**config.mk**
```make
export PLATFORM = sky130hd
export DESIGN_NAME = irq_trigger_cond
export DESIGN_NICKNAME = d
export VERILOG_FILES = /design/src/rtl/irq_trig_pkg.sv /design/src/rtl/trig_ctrl.sv /design/src/rtl/trig_datapath.sv /design/src/rtl/irq_trigger_cond.sv
export SDC_FILE = /design/constraint.sdc
export NUM_CORES = 1
export LEC_CHECK = 0
export BUFFER_PORTS_ARGS = -buffer_cell sky130_fd_sc_hd__buf_2
export CAP_MARGIN = 20
export CORE_ASPECT_RATIO = 0.5
export CORE_MARGIN = 10
export CORE_UTILIZATION = 35
export DETAILED_ROUTE_END_ITERATION = 6
export GPL_TIMING_DRIVEN = 0
export PLACE_DENSITY = 0.79
export SYNTH_ARGS = -nofsm -noshare
export SYNTH_HDL_FRONTEND = slang
export SYNTH_SLANG_ARGS = --single-unit
```
**constraint.sdc**
```tcl
create_clock -name clk -period 1.9 [get_ports clk]
set_input_delay 0.095 -clock clk [delete_from_list [all_inputs] [get_ports clk]]
set_output_delay 0.095 -clock clk [all_outputs]
set_load 0.05 [all_outputs]
```
**src/rtl/irq_trig_pkg.sv**
```systemverilog
package irq_trig_pkg;
  localparam int NUM_SRC = 4;
  localparam int FIELD_W = 2;

  typedef enum logic [1:0] {
    TRIG_HIGH = 2'b00,
    TRIG_LOW  = 2'b01,
    TRIG_RISE = 2'b10,
    TRIG_FALL = 2'b11
  } trig_mode_e;

  // Strobes from control to datapath
  typedef struct packed {
    logic [NUM_SRC-1:0] dropLatch;  // mode changed: forget captured edge
    logic [NUM_SRC-1:0] clrHit;     // software acknowledge
  } ctrl_strb_t;
endpackage

```
**src/rtl/trig_ctrl.sv**
```systemverilog
module trig_ctrl
  import irq_trig_pkg::*;
#(
  parameter int REG_W = 32
) (
  input  logic                              clk,
  input  logic                              rstN,
  input  logic                              cfgWrEn,
  input  logic [REG_W-1:0]                  cfgWrData,
  input  logic                              clrWrEn,
  input  logic [REG_W-1:0]                  clrWrData,
  output logic [NUM_SRC-1:0][FIELD_W-1:0]   modeQ,
  output ctrl_strb_t                        strb
);
  localparam int CFG_BITS = NUM_SRC * FIELD_W;

  logic [CFG_BITS-1:0] cfgQ;

  always_ff @(posedge clk or negedge rstN) begin
    if (!rstN) cfgQ <= '0;
    else if (cfgWrEn) cfgQ <= cfgWrData[CFG_BITS-1:0];
  end

  for (genvar g = 0; g < NUM_SRC; g++) begin : g_src
    assign modeQ[g] = cfgQ[g*FIELD_W +: FIELD_W];
    assign strb.dropLatch[g] = cfgWrEn &&
        (cfgWrData[g*FIELD_W +: FIELD_W] != cfgQ[g*FIELD_W +: FIELD_W]);
    assign strb.clrHit[g] = clrWrEn && clrWrData[g];
  end

  // Reserved upper bits are deliberately ignored
  if (REG_W > CFG_BITS) begin : g_rsvd_cfg
    logic unusedCfgHi;
    assign unusedCfgHi = ^cfgWrData[REG_W-1:CFG_BITS];
  end
  if (REG_W > NUM_SRC) begin : g_rsvd_clr
    logic unusedClrHi;
    assign unusedClrHi = ^clrWrData[REG_W-1:NUM_SRC];
  end
endmodule

```
**src/rtl/trig_datapath.sv**
```systemverilog
module trig_datapath
  import irq_trig_pkg::*;
#(
  parameter int SYNC_STAGES = 2
) (
  input  logic                             clk,
  input  logic                             rstN,
  input  logic [NUM_SRC-1:0]               pinIn,
  input  logic [NUM_SRC-1:0][FIELD_W-1:0]  modeQ,
  input  ctrl_strb_t                       strb,
  input  logic [NUM_SRC-1:0]               enMask,
  output logic [NUM_SRC-1:0]               irqReq
);
  for (genvar g = 0; g < NUM_SRC; g++) begin : g_src
    logic [SYNC_STAGES-1:0] syncChain;
    logic                   pinState;
    logic                   prevQ;
    logic                   latchQ;
    logic                   edgeHit;
    logic                   rawReq;
    trig_mode_e             mode;

    assign mode     = trig_mode_e'(modeQ[g]);
    assign pinState = syncChain[SYNC_STAGES-1];

    always_ff @(posedge clk or negedge rstN) begin
      if (!rstN) begin
        syncChain <= '0;
        prevQ     <= 1'b0;
      end else begin
        syncChain <= {syncChain[SYNC_STAGES-2:0], pinIn[g]};
        prevQ     <= pinState;
      end
    end

    always_comb begin
      edgeHit = 1'b0;
      rawReq  = 1'b0;
      case (mode)
        TRIG_HIGH: rawReq = pinState;
        TRIG_LOW:  rawReq = ~pinState;
        TRIG_RISE: begin
          edgeHit = pinState & ~prevQ;
          rawReq  = latchQ;
        end
        TRIG_FALL: begin
          edgeHit = ~pinState & prevQ;
          rawReq  = latchQ;
        end
        default: rawReq = 1'b0;
      endcase
    end

    // Mode change wins, then a fresh edge, then the acknowledge
    always_ff @(posedge clk or negedge rstN) begin
      if (!rstN) latchQ <= 1'b0;
      else if (strb.dropLatch[g]) latchQ <= 1'b0;
      else if (edgeHit) latchQ <= 1'b1;
      else if (strb.clrHit[g]) latchQ <= 1'b0;
    end

    assign irqReq[g] = enMask[g] & rawReq;
  end
endmodule

```
**src/rtl/irq_trigger_cond.sv**
```systemverilog
module irq_trigger_cond
  import irq_trig_pkg::*;
#(
  parameter int REG_W       = 32,
  parameter int SYNC_STAGES = 2
) (
  input  logic               clk,
  input  logic               rstN,
  input  logic [NUM_SRC-1:0] pinIn,
  input  logic               cfgWrEn,
  input  logic [REG_W-1:0]   cfgWrData,
  input  logic               clrWrEn,
  input  logic [REG_W-1:0]   clrWrData,
  input  logic [NUM_SRC-1:0] enMask,
  output logic [NUM_SRC-1:0] irqReq
);
  logic [NUM_SRC-1:0][FIELD_W-1:0] modeQ;
  ctrl_strb_t                      strb;

  trig_ctrl #(.REG_W(REG_W)) u_ctrl (
    .clk       (clk),
    .rstN      (rstN),
    .cfgWrEn   (cfgWrEn),
    .cfgWrData (cfgWrData),
    .clrWrEn   (clrWrEn),
    .clrWrData (clrWrData),
    .modeQ     (modeQ),
    .strb      (strb)
  );

  trig_datapath #(.SYNC_STAGES(SYNC_STAGES)) u_dp (
    .clk    (clk),
    .rstN   (rstN),
    .pinIn  (pinIn),
    .modeQ  (modeQ),
    .strb   (strb),
    .enMask (enMask),
    .irqReq (irqReq)
  );
endmodule

```
==> flow_summary.toml <==
[setup_path]
worstPathMaxFanout = 5
crit_buf_inv = 1
end_kind = "primary output"
path_delay_family = "flip-flops"
crit_type = "flip-flop to primary output"
cp-start-kind = "flip-flop"
slowest_delay_ns = 0.44
critPathArrivalTime_ns = 1.34
cpMaxStageDelayCell = "dfrtp_1"
required_ns = 1.80
crit_chain = "xnor2_1 -> o21ai_1 -> and2_1 -> buf_2"

[sta]
finalCritPeriodShare = 0.755
min_period_ns = 1.43
setup_violations = 0
max-slew-margin-rel = 0.656
slew_violations = 0
fin_ws_ns = 0.466
rsz0062_at_grt = "no"
timing.fmax_mhz = 697
tightest_slew_ns = 0.516
fin_setup_tns_ns = 0
hold_slack_ns = 0.0866
clock_skew_ns = 0.00101
hold_viol = 0

[yosys]
synth.yosys.warnings = 0
syn_area_per_cell_sq_um = 12.7
synth_cells = 81
seq_area_frac_synth = 0.585
ys_seq_elements = 24
syn_nets = 157
synth_ff_type = "dfrtp_1"
ys_types = 18
synth_enable_flop_cells = 0
synth.cell_area_sq_mm = 0.00103
async_flop_share = 1.00

[routing]
finalWirelength_um = 2050
dr_total_vias = 719
routedWlPerCell_um = 13.3
drt-pass1-iter-count = 4
via_per_inst = 4.67
drt_iter0_markers = 30
route.detailed.drc = 0
antenna_left = 0

[cells_and_area]
diodes = 0
nets = 194
area_delta_synth_final_pct = 27.9
utilization = 0.486
fillCellCount = 245
drive_above_1_share = 0.359

[floorplanning]
io_pins = 80
die_w_um = 96.6
initial_utilization = 0.380
core_sq_mm = 0.00270
die-area_sq_mm = 0.00563
num_rows = 13
die_h_um = 58.3

[power]
p_leak_uw = 0.000592
p_total_uw = 1120
power_density_mw_per_mm2 = 853
peakVddDrop_mv = 0.342

[cts]
htreeDepth = 1
cts_setup_buffers = 0
cts_tree = "yes"
clockBufferDepth = 2
ctsHoldBuffers = 5
clock_sinks = 24
worstSkewPairLatency_ns = 0.26
clkTransAtPathRegs_ns = 0.08
cts_root_buffer = "clkbuf_8"
cts_resized = 0
numCtsBuffers = 3

[global_routing]
grt_pass1_vias = 740
antenna_found_initial = 0
gr-total-overflow = 0
grt_max_degree = 25
grt_pass1_wl_um = 3150
globalRouteTotalUtil = 0.0718

[run_status]
status = "finished clean"

[place]
io_buffers = 27
hpwl_um = 1530
pre_cts_ws_ns = 0.747
globalplace.congestion = 0.687

[flow_run]
drv_cap = 0

[min_path]
hold_path_class = "primary input to flip-flop"
synth_stat cells (all sizes together) (2+ instances only):
library cell,number,area (sq um)
xnor2,12,105
o21ai,4,20.0
mux2,8,90.1
dfrtp,24,601
a32oi,3,26.3
a22oi,3,22.5
a21oi,2,13.8
nor2,3,11.3
nand2,11,41.3
and2,3,18.8
nand4b,3,26.3
registers in the layout, summed over array words and instances, names as in the netlist:
register / count
u_dp.g_src.prevQ: 4
u_dp.g_src.syncChain: 8
u_ctrl.modeQ: 8
u_dp.g_src.latchQ: 4
metrics by stage:
step | instances | cell area [sq um]
2_1_floorplan | 81 | 1030
3_3_place_gp | 145 | 1210
3_5_place_dp | 145 | 1210
4_1_cts | 154 | 1310
5_1_grt | 154 | 1310
6_report | 154 | 1310
report_power, final:
group          switching [uW]  leakage [uW]  internal, uW
sequential               42.7      0.000287           550
clock                     151     0.0000288           185
combinational            95.2      0.000276          96.3
total                     289      0.000592           831
cell families (layout without fill, tap and decap cells):
group	after synthesis	in the layout	synth area share
XOR/XNOR	12	12	0.102
multiplexers	8	8	0.0878
AO/OA/AOI/OAI	13	13	0.0927
AND/OR/NAND/NOR	22	22	0.117
flip-flops	24	24	0.585
buffers and inverters	2	38	0.0146
metal layers:
layer	routed length [um]	track usage
met4	21	0.0309
met5	0	0
met1	737	0.0663
met2	1150	0.138
met3	141	0.0270
worst register-to-register path: cells and delay by family, from the launching register on:
family	cells	cell delay, ns
simple gates	1	0.24
compound gates	2	0.26
flops	1	0.44
final cells by class:
class                   count  area (sq um)  area share
repair buffers             32           185       0.141
clock buffers               4          55.1      0.0419
multi-input cells          55           410       0.313
flip-flops and latches     24           601       0.458
plain buffers               1          11.3     0.00858
inverters                   1          3.75     0.00286
well taps                  37          46.3      0.0353
final timing paths:
path / startpoint / to / slack, ns / depth (start not counted)
worst min-delay path: cfgWrData[4] / u_ctrl.modeQ[4] / 0.09 / 2
worst max register to register: u_ctrl.modeQ[0] / u_dp.g_src[0].latchQ / 0.85 / 3
worst min register to register: u_dp.g_src[2].syncChain[0] / u_dp.g_src[2].syncChain[1] / 0.35 / 0
worst max-delay path: u_ctrl.modeQ[6] / irqReq[3] / 0.47 / 4
max in group asynchronous: rstN / u_dp.g_src[2].syncChain[1] / 1.22 / 2
min in group asynchronous: rstN / u_dp.g_src[3].syncChain[1] / 0.33 / 2
cell usage in the layout (no fill, tap or decap), drive strengths merged:
cell type / Yosys / layout
nand4b: 3 / 3
a211oi: 1 / 1
nor2: 3 / 3
o21ai: 4 / 4
nand2: 11 / 11
xnor2: 12 / 12
clkbuf: 0 / 4
and4bb: 1 / 1
dlygate4sd3: 0 / 5
buf: 1 / 28
dfrtp: 24 / 24
a21oi: 2 / 2
and2: 3 / 3
inv: 1 / 1
mux2: 8 / 8
a22oi: 3 / 3
a32oi: 3 / 3
and4b: 1 / 1
No activity file was read; power rests on OpenSTA's default activity.
